[src/rtl/tick_timer_pkg.sv]
package tick_timer_pkg;
  localparam int FLAG_BIT  = 16;
  localparam int ADR_CTRL  = 0;
  localparam int ADR_RLD   = 1;
  localparam int ADR_CUR   = 2;
  localparam int ADR_ELAP  = 3;

  typedef struct packed {
    logic wrCtrl;
    logic wrReload;
    logic wrCurrent;
    logic rdCtrl;
  } strobe_t;
endpackage

[src/rtl/tick_ctrl.sv]
module tick_ctrl
  import tick_timer_pkg::*;
#(
  parameter int ADDR_W = 2,
  parameter int DATA_W = 32,
  parameter int CNT_W  = 24,
  parameter int ELAP_W = 32
) (
  input  logic              clk,
  input  logic              rst_n,
  input  logic              busSel,
  input  logic              busWr,
  input  logic [ADDR_W-1:0] busAddr,
  input  logic [2:0]        wrBits,
  input  logic              wrapEvt,
  input  logic [CNT_W-1:0]  reloadVal,
  input  logic [CNT_W-1:0]  cntVal,
  input  logic [ELAP_W-1:0] elapsedVal,
  output strobe_t           strobes,
  output logic              running,
  output logic              irqEn,
  output logic              flagVal,
  output logic [DATA_W-1:0] busRdata
);
  logic [2:0] ctrlQ;

  always_comb begin
    strobes.wrCtrl    = busSel && busWr  && (int'(busAddr) == ADR_CTRL);
    strobes.wrReload  = busSel && busWr  && (int'(busAddr) == ADR_RLD);
    strobes.wrCurrent = busSel && busWr  && (int'(busAddr) == ADR_CUR);
    strobes.rdCtrl    = busSel && !busWr && (int'(busAddr) == ADR_CTRL);
  end

  always_ff @(posedge clk) begin
    if (!rst_n) begin
      ctrlQ   <= '0;
      flagVal <= 1'b0;
    end else begin
      if (strobes.wrCtrl) ctrlQ <= wrBits;
      if (wrapEvt) flagVal <= 1'b1;
      else if (strobes.rdCtrl || strobes.wrCurrent) flagVal <= 1'b0;
    end
  end

  assign running = ctrlQ[0] && ctrlQ[2];
  assign irqEn   = ctrlQ[1];

  always_comb begin
    busRdata = '0;
    case (int'(busAddr))
      ADR_CTRL: begin
        busRdata[2:0]      = ctrlQ;
        busRdata[FLAG_BIT] = flagVal;
      end
      ADR_RLD:  busRdata[CNT_W-1:0]  = reloadVal;
      ADR_CUR:  busRdata[CNT_W-1:0]  = cntVal;
      ADR_ELAP: busRdata[ELAP_W-1:0] = elapsedVal;
      default:  busRdata = '0;
    endcase
  end
endmodule

[src/rtl/tick_dp.sv]
module tick_dp
  import tick_timer_pkg::*;
#(
  parameter int CNT_W  = 24,
  parameter int ELAP_W = 32
) (
  input  logic              clk,
  input  logic              rst_n,
  input  strobe_t           strobes,
  input  logic [CNT_W-1:0]  wrData,
  input  logic              running,
  input  logic              irqEn,
  output logic              wrapEvt,
  output logic [CNT_W-1:0]  reloadVal,
  output logic [CNT_W-1:0]  cntVal,
  output logic [ELAP_W-1:0] elapsedVal,
  output logic              tickIrq
);
  localparam logic [CNT_W-1:0] ONE = CNT_W'(1);

  assign wrapEvt = running && (cntVal == ONE) && !strobes.wrCurrent;

  always_ff @(posedge clk) begin
    if (!rst_n) begin
      reloadVal  <= '0;
      cntVal     <= '0;
      elapsedVal <= '0;
      tickIrq    <= 1'b0;
    end else begin
      if (strobes.wrReload) reloadVal <= wrData;
      if (strobes.wrCurrent) cntVal <= '0;
      else if (running) cntVal <= (cntVal == '0) ? reloadVal : cntVal - ONE;
      tickIrq <= wrapEvt && irqEn;
      if (wrapEvt && irqEn) elapsedVal <= elapsedVal + ELAP_W'(1);
    end
  end
endmodule

[src/rtl/tick_timer.sv]
module tick_timer
  import tick_timer_pkg::*;
#(
  parameter int ADDR_W = 2,
  parameter int DATA_W = 32,
  parameter int CNT_W  = 24,
  parameter int ELAP_W = 32
) (
  input  logic              clk,
  input  logic              rst_n,
  input  logic              busSel,
  input  logic              busWr,
  input  logic [ADDR_W-1:0] busAddr,
  input  logic [DATA_W-1:0] busWdata,
  output logic [DATA_W-1:0] busRdata,
  output logic              tickIrq
);
  strobe_t           strobes;
  logic              running, irqEn, flagVal, wrapEvt;
  logic [CNT_W-1:0]  reloadVal, cntVal;
  logic [ELAP_W-1:0] elapsedVal;

  tick_ctrl #(.ADDR_W(ADDR_W), .DATA_W(DATA_W), .CNT_W(CNT_W), .ELAP_W(ELAP_W)) u_ctrl (
    .clk(clk), .rst_n(rst_n), .busSel(busSel), .busWr(busWr), .busAddr(busAddr),
    .wrBits(busWdata[2:0]), .wrapEvt(wrapEvt), .reloadVal(reloadVal), .cntVal(cntVal),
    .elapsedVal(elapsedVal), .strobes(strobes), .running(running), .irqEn(irqEn),
    .flagVal(flagVal), .busRdata(busRdata)
  );

  tick_dp #(.CNT_W(CNT_W), .ELAP_W(ELAP_W)) u_dp (
    .clk(clk), .rst_n(rst_n), .strobes(strobes), .wrData(busWdata[CNT_W-1:0]),
    .running(running), .irqEn(irqEn), .wrapEvt(wrapEvt), .reloadVal(reloadVal),
    .cntVal(cntVal), .elapsedVal(elapsedVal), .tickIrq(tickIrq)
  );
endmodule

[config.mk]
export PLATFORM = sky130hd
export DESIGN_NAME = tick_timer
export DESIGN_NICKNAME = d
export VERILOG_FILES = /design/src/rtl/tick_timer_pkg.sv /design/src/rtl/tick_ctrl.sv /design/src/rtl/tick_dp.sv /design/src/rtl/tick_timer.sv
export SDC_FILE = /design/constraint.sdc
export NUM_CORES = 1
export LEC_CHECK = 0
export BUFFER_PORTS_ARGS = -buffer_cell sky130_fd_sc_hd__buf_2
export CORE_UTILIZATION = 62
export CTS_CLUSTER_DIAMETER = 40
export DETAILED_ROUTE_END_ITERATION = 8
export PLACE_DENSITY = 0.89
export SKIP_CTS_REPAIR_TIMING = 1
export SLEW_MARGIN = 15
export SYNTH_ARGS = -nofsm -noshare
export SYNTH_HDL_FRONTEND = slang
export SYNTH_SLANG_ARGS = --single-unit
[constraint.sdc]
create_clock -name clk -period 4.82 [get_ports clk]
set_input_delay 0.241 -clock clk [delete_from_list [all_inputs] [get_ports clk]]
set_output_delay 0.241 -clock clk [all_outputs]
set_load 0.01 [all_outputs]
==> metrics.md, run 1 <==
| Metric | Value |
|---|---|
| Outcome | finished clean |
| Clock buffer depth | 2 |
| Max Clock Freq | between 300 and 400 MHz |
| # clock sinks | 85 |
| Routability cong. | roughly 0.95 |
| Die Height | between 90 and 100 microns |
| Final Hold Viols | 0 |
| Static Leak | approximately 2 nW |
| Post-Syn Instances | between 500 and 600 |
| CP max stage cell | nor2b_1 |
| Final worst-path cycle share | ~65% |
| Sequential share of the synthesized area | 34.6% |
| PortBufs | 62 |
| ANT cells | 0 |
| Mean routed wirelength per cell | 19.1 microns |
| Worst path top cell family by delay | simple AND/OR/NAND/NOR gates |
| DP Area | ~5200 sq um |
| Crit path time final | 3130 ps |
| Critical path peak fanout | 43 |
| Asr flop ratio synth | 0% |
| Number of enable flip-flop cells after synthesis | 0 |
| Crit path buf inv count | 2 |
| Commonest non-fill, non-tap cell in the layout | nand2_1 |
| CP startpoint kind | primary input |
| Final instance area | 5380 sq um |
| Fillers | 625 |
| Hold Crit Class | primary input to flip-flop |
| Syn_area_per_cell | approximately 8.2 sq um |
| Setup TNS | 0 ps |
| Final wirelength | roughly 14000 microns |
| Residual DRC | 0 |
| PnR Total Power | roughly 1.3 mW |
| Critical Path RT | around 5000 ps |
| Primary FF master, synth | dfxtp_1 |
| H-Tree Depth | 3 |
| Worst-path cell chain | buf_2, nor2b_1, buf_4, nand3_1, nand2_1, a21oi_1 |
| Clk_skew | between 9 and 10 ps |
| GRT Util Overall | roughly a third |
| First-pass GRT wire length | 22800 microns |
| DRT Pass-1 Iters | 5 |
| Least-Margin Pin Slew | 1060 ps |
| CTS tree | built |
| Slew HR | ~29% |
| Final core area utilization | between 60% and 70% |
| Most frequent cells in the layout | nand2_1, dfxtp_1, buf_2 |
| Largest net degree at the start of global routing | 60 |
| RSZ-0062 raised after global routing | no |
| Maxcap violations | 0 |
| Die Area | approximately 8300 sq um |
| Max IR drop VDD | approximately 0.19 mV |
| GR Overflow Total | 0 |
| Synthesis-stage register bit count | 85 |
| Layout cells sized above 1 | 18.9% |
| CP Capture Type | flip-flop |
| Crit-path max cell delay | 930 ps |
| Clk root buf | clkbuf_8 |
| Die W | approximately 90 microns |
| Antenna violations before repair | 0 |
| Vias in the first global route | between 4000 and 5000 |
| WS Path Type | primary input to flip-flop |
| Nets | between 600 and 700 |
| Reg clk slew, reported paths | 90 ps |
| Num CTS Buffers | 9 |
| Routed via count | between 5000 and 6000 |
| Mapped Nets | 640 |
| Hold slack | around 110 ps |
| Critical path data arrival time | between 3000 and 4000 ps |
| Post-route ant nets | 0 |
| # rows | 32 |
| Cell Area, Synth | roughly 4900 sq um |
| Distinct cells, synth | between 60 and 70 |
| Area grow syn2layout | 9.40% |
| DPL Wire Length | about 9500 microns |
| Max-slew violation count | 0 |
| Final Setup Violations | 0 |
| Core Area | around 7700 sq um |
| Worst-Skew Late Latency | approximately 360 ps |
| Pwr per Cell Area | 234 nW/um^2 |
| YS warnings | 0 |
| DR vias/cell | between 6 and 7 |
| Top-level port count | 71 |
| Initial Util | a little under two thirds |
| Initial drt markers | 551 |
==> power by group <==
group | internal (mW) | switching, mW
sequential | 0.706 | 0.00487
combinational | 0.0238 | 0.0496
clock | 0.213 | 0.259
total | 0.943 | 0.314
==> cell families (layout without fill, tap and decap cells) <==
logic type | Yosys count | in the layout | share of synthesized area (%)
simple gates | 267 | 267 | 30.8
compound gates | 142 | 142 | 18.3
flops | 85 | 85 | 34.6
buf+inv | 53 | 96 | 4.66
mux | 35 | 35 | 8.53
xor+xnor | 12 | 12 | 2.14
fa+ha+maj | 4 | 4 | 1.02
==> per-stage QoR <==
stage	setup slack, ps	cells
after global placement	1520	727
after global routing	1460	743
final	1690	743
after floorplan	2900	598
after CTS	1750	743
after detailed placement	1380	727
==> worst min-delay path, delay by kind of cell <==
kind	cells	cell delay [ps]
buffers and inverters	1	90
and+or+nand+nor	1	40
AOI/OAI and AO/OA	1	50
==> cell type report <==
class,instances,area [sq um],area share (%)
flip-flops and latches,85,1700,31.7
clock buffers,12,155,2.89
clock inverters,4,22.5,0.419
multi-input cells,460,2980,55.5
repair buffers,64,325,6.05
inverters,16,60.1,1.12
well taps,102,128,2.37
==> Yosys cell counts (all sizes together), types with 7 or more instances <==
library cell	n	area, sq um
xnor2	7	61.3
nand3	20	118
mux2i	16	160
buf	11	71.3
a21oi	51	255
nor3	12	75.1
dfxtp	85	1700
nor2	35	131
and3	14	87.6
nand4	20	180
mux2	15	169
or4	10	75.1
a22o	20	175
nand2	99	372
o21ai	26	130
inv	16	60.1
clkbuf	26	97.6
nor4	16	164
o22ai	12	75.1
or3	15	93.8
==> routing by layer <==
layer	part of all wire [%]	up-vias	GRT usage [%]
li1	-	2280	-
met1	40	2322	46.1
met2	44	362	53.9
met3	11	51	4.19
met4	4.5	0	21.2
met5	0	-	0
==> flip-flops by register name (all words and copies together), names as in the netlist <==
signal / flops
u_ctrl.ctrlQ: 3
u_ctrl.flagVal: 1
u_dp.cntVal: 24
u_dp.elapsedVal: 32
u_dp.reloadVal: 24
u_dp.tickIrq: 1
==> path summary, 6_finish.rpt <==
| check | start | end | slack (ps) | depth (start not counted) |
|---|---|---|---|---|
| worst max-delay path | busAddr[0] | u_dp.reloadVal[20]$_SDFFE_PN0P_ | 1690 | 6 |
| worst min-delay path | busWdata[9] | u_dp.reloadVal[9]$_SDFFE_PN0P_ | 110 | 3 |
| worst max register to register | u_dp.cntVal[18]$_SDFFE_PP0P_ | u_dp.cntVal[19]$_SDFFE_PP0P_ | 1850 | 5 |
| worst min register to register | u_dp.reloadVal[4]$_SDFFE_PN0P_ | u_dp.reloadVal[4]$_SDFFE_PN0P_ | 480 | 2 |
(Power assumes the default switching activity.)
==> inputs of run 2 (changes only) <==
--- a/config.mk
+++ b/config.mk
@@ -6,10 +6,10 @@
 export NUM_CORES = 1
 export LEC_CHECK = 0
 export BUFFER_PORTS_ARGS = -buffer_cell sky130_fd_sc_hd__buf_2
-export CORE_UTILIZATION = 62
+export CORE_UTILIZATION = 52
 export CTS_CLUSTER_DIAMETER = 40
 export DETAILED_ROUTE_END_ITERATION = 8
-export PLACE_DENSITY = 0.89
+export PLACE_DENSITY = 0.79
 export SKIP_CTS_REPAIR_TIMING = 1
 export SLEW_MARGIN = 15
 export SYNTH_ARGS = -nofsm -noshare
==> constraint.sdc (replaced) <==
create_clock -name clk -period 2.81 [get_ports clk]
set_input_delay 0.1405 -clock clk [delete_from_list [all_inputs] [get_ports clk]]
set_output_delay 0.1405 -clock clk [all_outputs]
set_load 0.01 [all_outputs]
==> run 2 against run 1 <==
- cell count rose by 3.5%
- clock power rose by 150%
- global-route usage fell by 3.9 points
- die area rose by 19%
- clock skew rose by 2.6 ps
==> metrics.md, run 2 (synthesized netlist as in run 1, its figures left out) <==
| Metric | Value |
|---|---|
| Clk root buf | clkbuf_8 (unchanged) |
| Final Hold Viols | 0 (unchanged) |
| GR Overflow Total | 0 (unchanged) |
| Die Height | 99.2 microns (was 91.0 microns) |
| Die Area | 9840 sq um (was 8280 sq um) |
| Reg2reg path depth | 7 (was 5) |
| Critical Path RT | 3090 ps (was 5040 ps) |
| Nets | 695 (was 678) |
| Fillers | 838 (was 625) |
| Top-level port count | 71 (unchanged) |
| Least-Margin Pin Slew | 580 ps (was 1060 ps) |
| ANT cells | 0 (unchanged) |
| Final Setup Violations | 0 (unchanged) |
| Largest net degree at the start of global routing | 51 (was 60) |
| WS Path Type | flip-flop to flip-flop (was primary input to flip-flop) |
| Antenna violations before repair | 0 (unchanged) |
| Hold depth | 3 (unchanged) |
| Number of flip-flops in the largest register | 32 (unchanged) |
| GRT Util Overall | 30.8% (was 34.7%) |
| Hold Path End | u_dp.reloadVal[20]$_SDFFE_PN0P_ (was u_dp.reloadVal[9]$_SDFFE_PN0P_) |
| Area grow syn2layout | 14.5% (was 9.40%) |
| Largest registers | u_dp.elapsedVal x32, u_dp.cntVal x24, u_dp.reloadVal x24 (unchanged) |
| Setup TNS | 0 ps (unchanged) |
| Final core area utilization | 61.2% (was 69.9%) |
| Slew HR | 61.2% (was 29.0%) |
| H-Tree Depth | 3 (unchanged) |
| # clock sinks | 85 (unchanged) |
| DR vias/cell | 6.49 (was 6.75) |
| Outcome | finished clean (unchanged) |
| Die W | 99.2 microns (was 91.0 microns) |
| Final wirelength | 14700 microns (was 14200 microns) |
| Max Clock Freq | 434 MHz |
| Mean routed wirelength per cell | 19.1 microns (about the same) |
| Vias in the first global route | 4659 (was 4676) |
| Max-slew violation count | 0 (unchanged) |
| Num CTS Buffers | 9 (unchanged) |
| DPL Wire Length | 10300 microns (was 9470 microns) |
| Critical path data arrival time | 2580 ps (was 3350 ps) |
| DRT Pass-1 Iters | 5 (unchanged) |
| Core Area | 9200 sq um (was 7690 sq um) |
| Initial Util | 53.4% (was 63.9%) |
| Crit path time final | approximately 2300 ps |
| Clock buffer depth | 2 (unchanged) |
| Reg with most FFs | u_dp.elapsedVal (unchanged) |
| Hold slack | 2.62 ps (was 113 ps) |
| Worst path top cell family by delay | simple AND/OR/NAND/NOR gates (unchanged) |
| Clk_skew | 12.6 ps (was 9.99 ps) |
| CP max stage cell | or4_1 (was nor2b_1) |
| Comb pwr share | 5.3% (was 5.8%) |
| Switching Share | 22.2% (was 25.0%) |
| Maxcap violations | 0 (unchanged) |
| Worst-Skew Late Latency | 370 ps (was 360 ps) |
| R2R setup slack | 510 ps (was 1850 ps) |
| Crit path buf inv count | 1 (was 2) |
| Int Power | 1.96 mW (was 0.943 mW) |
| Static Leak | 2.19 nW (was 2.06 nW) |
| Routability cong. | 0.927 (was 0.949) |
| FF+latch area | 1700 sq um (unchanged) |
| Layout cells sized above 1 | 20.8% (was 18.9%) |
| RSZ-0062 raised after global routing | no (unchanged) |
| Crit-path max cell delay | 540 ps (was 930 ps) |
| Psw | 0.562 mW (was 0.314 mW) |
| Reg clk slew, reported paths | 100 ps (was 90 ps) |
| RR Endpoint | u_dp.elapsedVal[26]$_SDFFE_PN0P_ (was u_dp.cntVal[19]$_SDFFE_PP0P_) |
| Post-route ant nets | 0 (unchanged) |
| Hold Startpoint | busWdata[20] (was busWdata[9]) |
| Sequential share of power | 48.3% (was 56.6%) |
| Most frequent cells in the layout | nand2_1, dfxtp_1, buf_2 (unchanged) |
| Multi-input logic area | 2980 sq um (unchanged) |
| # rows | 35 (was 32) |
| Pwr per Cell Area | 449 nW/um^2 (was 234 nW/um^2) |
| PortBufs | 62 (unchanged) |
| Residual DRC | 0 (unchanged) |
| Clock share of power | 46.4% (was 37.6%) |
| Commonest non-fill, non-tap cell in the layout | nand2_1 (unchanged) |
| First-pass GRT wire length | 23600 microns (was 22800 microns) |
| Max IR drop VDD | 0.264 mV (was 0.193 mV) |
| Initial drt markers | 511 (was 551) |
| Routed via count | 4992 (was 5015) |
| CP Capture Type | flip-flop (unchanged) |
| Hold Crit Class | primary input to flip-flop (unchanged) |
| CP startpoint kind | flip-flop (was primary input) |
| CTS tree | built (unchanged) |
| Final worst-path cycle share | about four fifths |
| R2R Path Start | u_dp.cntVal[1]$_SDFFE_PP0P_ (was u_dp.cntVal[18]$_SDFFE_PP0P_) |
| Worst-path cell chain | inv_1, ha_1, nand4_1, nor3_1, nand2_1, or4_1, a21oi_1 (was buf_2, nor2b_1, buf_4, nand3_1, nand2_1, a21oi_1) |
| Critical path peak fanout | 8 (was 43) |
-- run 2: cell count changes in the layout (fill, tap and decap cells not counted), sizes merged --
cell and change:
buf +15, bufinv +4, clkbuf -2, clkinv -1, clkinvlp -1, dlygate4sd3 +2
-- run 2: worst max-delay path by stage --
stage	from	end	slack, ps	depth (start not counted)
2_1_floorplan	u_dp.cntVal[0]$_SDFFE_PP0P_	u_dp.cntVal[12]$_SDFFE_PP0P_	890	7
3_3_place_gp	u_dp.cntVal[6]$_SDFFE_PP0P_	u_dp.cntVal[19]$_SDFFE_PP0P_	560	6
3_5_place_dp	u_dp.cntVal[6]$_SDFFE_PP0P_	u_dp.cntVal[19]$_SDFFE_PP0P_	540	6
4_1_cts	u_dp.cntVal[0]$_SDFFE_PP0P_	u_dp.cntVal[12]$_SDFFE_PP0P_	530	7
5_1_grt	u_dp.cntVal[1]$_SDFFE_PP0P_	u_dp.elapsedVal[26]$_SDFFE_PN0P_	320	7
6_report	u_dp.cntVal[1]$_SDFFE_PP0P_	u_dp.elapsedVal[26]$_SDFFE_PN0P_	510	7
-- run 2: final cells by class --
cell class | count | area share [%]
multi-input cells | 460 | 53.0
flip-flops and latches | 85 | 30.2
repair buffers | 81 | 8.36
well taps | 111 | 2.47
clock buffers | 10 | 2.45
clock inverters | 6 | 2.38
inverters | 16 | 1.07
-- run 2: through the flow --
step	instances	setup WS [ps]	power (mW)	area [sq um]
2_1_floorplan	598	887	1.32	4910
3_3_place_gp	751	563	1.37	5330
3_5_place_dp	751	541	1.38	5330
4_1_cts	767	531	2.52	5610
5_1_grt	769	324	2.59	5630
6_report	769	508	2.53	5630
-- run 2: routing by layer --
layer  global-route usage [%]  vias up  part of all wire, %
met5                        0        -                    0
met2                     47.7      280                   45
met4                     15.3        0                  3.7
li1                         -     2322                    -
met1                     40.9     2349                   42
met3                     6.54       41                  9.2
-- run 2: power by group through the flow --
stage	sequential (mW)	clock [mW]	combinational (mW)
6_report	1.22	1.17	0.134
5_1_grt	1.22	1.23	0.144
4_1_cts	1.22	1.17	0.130
3_5_place_dp	1.25	0	0.130
3_3_place_gp	1.25	0	0.126
2_1_floorplan	1.24	0	0.0773
-- run 2: tightest hold or removal path, stage by stage --
cell	delay, ps
buf_2	90
nand2_1	40
a21oi_1	50
==> inputs of run 3 (changes only) <==
--- a/config.mk
+++ b/config.mk
@@ -6,10 +6,10 @@
 export NUM_CORES = 1
 export LEC_CHECK = 0
 export BUFFER_PORTS_ARGS = -buffer_cell sky130_fd_sc_hd__buf_2
-export CORE_UTILIZATION = 52
+export CORE_UTILIZATION = 58
 export CTS_CLUSTER_DIAMETER = 40
 export DETAILED_ROUTE_END_ITERATION = 8
-export PLACE_DENSITY = 0.79
+export PLACE_DENSITY = 0.84
 export SKIP_CTS_REPAIR_TIMING = 1
 export SLEW_MARGIN = 15
 export SYNTH_ARGS = -nofsm -noshare
==> constraint.sdc (replaced) <==
create_clock -name clk -period 2.25 [get_ports clk]
set_input_delay 0.1125 -clock clk [delete_from_list [all_inputs] [get_ports clk]]
set_output_delay 0.1125 -clock clk [all_outputs]
set_load 0.01 [all_outputs]
==> run 3 against run 2 <==
- the run now ends with negative hold slack left
- sequential power up 25%
- highest routed layer unchanged
- critical endpoint is now u_dp.cntVal[0]$_SDFFE_PP0P_
- hold slack worse by 30 ps
- sequential share of layout area is 1.7 points lower
- combinational power rose by 41%
- routed wire length up 5.0%
- setup slack worse by 390 ps
- total power grew 16%
- register-to-register slack lost 390 ps
- largest cell class unchanged
==> metrics.md, run 3 (synthesized netlist as in run 1, its figures left out) <==
| Metric | Value |
|---|---|
| # rows | 33 (was 35) |
| Max Clock Freq | 468 MHz (was 434 MHz) |
| Final worst-path cycle share | 95.0% (was 81.9%) |
| Final Hold Viols | 9 (was 0) |
| CP startpoint kind | flip-flop (unchanged) |
| Max IR drop VDD | 0.339 mV (was 0.264 mV) |
| Core Area | 8220 sq um (was 9200 sq um) |
| Critical path peak fanout | 5 (was 8) |
| Clk root buf | clkbuf_8 (unchanged) |
| Antenna violations before repair | 0 (unchanged) |
| ANT cells | 0 (unchanged) |
| Commonest non-fill, non-tap cell in the layout | nand2_1 (unchanged) |
| Critical path data arrival time | 2400 ps (was 2580 ps) |
| Initial Util | 59.8% (was 53.4%) |
| Layout cells sized above 1 | 24.0% (was 20.8%) |
| Area grow syn2layout | 21.2% (was 14.5%) |
| Reg clk slew, reported paths | 90 ps (was 100 ps) |
| Nets | 734 (was 695) |
| Num CTS Buffers | 9 (unchanged) |
| Maxcap violations | 0 (unchanged) |
| Violated checks | negative hold slack |
| Most frequent cells in the layout | nand2_1, dfxtp_1, buf_2 (unchanged) |
| Routability cong. | 0.956 (was 0.927) |
| Largest net degree at the start of global routing | 36 (was 51) |
| First-pass GRT wire length | 23800 microns (was 23600 microns) |
| Final wirelength | 15400 microns (was 14700 microns) |
| Vias in the first global route | 4594 (was 4659) |
| Largest registers | u_dp.elapsedVal x32, u_dp.cntVal x24, u_dp.reloadVal x24 (unchanged) |
| DRT Pass-1 Iters | 5 (unchanged) |
| DR vias/cell | 6.45 (was 6.49) |
| Mean routed wirelength per cell | 19.3 microns (was 19.1 microns) |
| Hold Crit Class | primary input to flip-flop (unchanged) |
| Residual DRC | 0 (unchanged) |
| PortBufs | 62 (unchanged) |
| Least-Margin Pin Slew | 616 ps (was 580 ps) |
| Setup TNS | 0 ps (unchanged) |
| Worst-Skew Late Latency | 370 ps (about the same) |
| WS Path Type | flip-flop to flip-flop (unchanged) |
| CP Capture Type | flip-flop (unchanged) |
| Crit path time final | 2140 ps (was 2300 ps) |
| Die Area | 8840 sq um (was 9840 sq um) |
| Outcome | complete, but fails checks (was finished clean) |
| Static Leak | 2.36 nW (was 2.19 nW) |
| Routed via count | 5170 (was 4992) |
| # clock sinks | 85 (unchanged) |
| Number of flip-flops in the largest register | 32 (unchanged) |
| RSZ-0062 raised after global routing | no (unchanged) |
| Post-route ant nets | 0 (unchanged) |
| Die W | 94.0 microns (was 99.2 microns) |
| Die Height | 94.0 microns (was 99.2 microns) |
| Pwr per Cell Area | 492 nW/um^2 (was 449 nW/um^2) |
| Max-slew violation count | 0 (unchanged) |
| Slew HR | 58.8% (was 61.2%) |
| Initial drt markers | 454 (was 511) |
| CTS tree | built (unchanged) |
| Hold slack | -27.7 ps (was 2.62 ps) |
| GR Overflow Total | 0 (unchanged) |
| Reg with most FFs | u_dp.elapsedVal (unchanged) |
| Final Setup Violations | 0 (unchanged) |
| Clk_skew | 11.7 ps (was 12.6 ps) |
| DPL Wire Length | 10800 microns (was 10300 microns) |
| GRT Util Overall | 35.4% (was 30.8%) |
| H-Tree Depth | 3 (unchanged) |
| Top-level port count | 71 (unchanged) |
| Critical Path RT | 2510 ps (was 3090 ps) |
| Clock buffer depth | 2 (unchanged) |
run 3: layer usage:
layer | routed length, microns | share of wire (%) | GRT usage, %
met3 | 1270 | 8.2 | 5.83
met2 | 7090 | 46 | 54.5
met1 | 6560 | 42 | 48.1
met4 | 520 | 3.4 | 16.3
met5 | 0 | 0 | 0
run 3: layout make-up:
cell class,instances,area (sq um)
multi-input cells,460,3050
inverters,16,60.1
well taps,105,131
clock inverters,4,72.6
repair buffers,120,793
flip-flops and latches,85,1700
clock buffers,11,141
fillers,668,2260
run 3: worst paths after layout:
| path | startpoint | to | slack [ps] | depth (start not counted) |
|---|---|---|---|---|
| worst max register to register | u_dp.cntVal[0]$_SDFFE_PP0P_ | u_dp.cntVal[0]$_SDFFE_PP0P_ | 110 | 7 |
| worst max-delay path | u_dp.cntVal[0]$_SDFFE_PP0P_ | u_dp.cntVal[0]$_SDFFE_PP0P_ | 110 | 7 |
| worst min-delay path | busWdata[20] | u_dp.reloadVal[20]$_SDFFE_PN0P_ | -30 | 3 |
| worst min register to register | u_dp.reloadVal[17]$_SDFFE_PN0P_ | u_dp.reloadVal[17]$_SDFFE_PN0P_ | 480 | 2 |
run 3: stage by stage:
stage	cell area (sq um)	setup slack, ps	cells	util, %	power, mW
final	5950	113	801	72.5	2.93
after global routing	5950	1.54	801	72.5	3.01
after CTS	5710	1.60	783	69.5	2.89
after detailed placement	5500	33.1	768	66.9	1.72
after global placement	5500	152	768	66.9	1.72
after floorplan	4910	327	598	-	1.65
run 3: worst max-delay path: stages (launching register included):
cell and delay (ps):
dfxtp_1 370, inv_1 150, ha_1 280, nor4b_1 300, and4b_1 290, and2_1 240, a211oi_1 100, a211oi_1 290
run 3: where the power goes:
group / internal (mW) / switching (mW)
clock: 0.649 / 0.569
combinational: 0.0746 / 0.114
sequential: 1.51 / 0.0110
total: 2.24 / 0.694
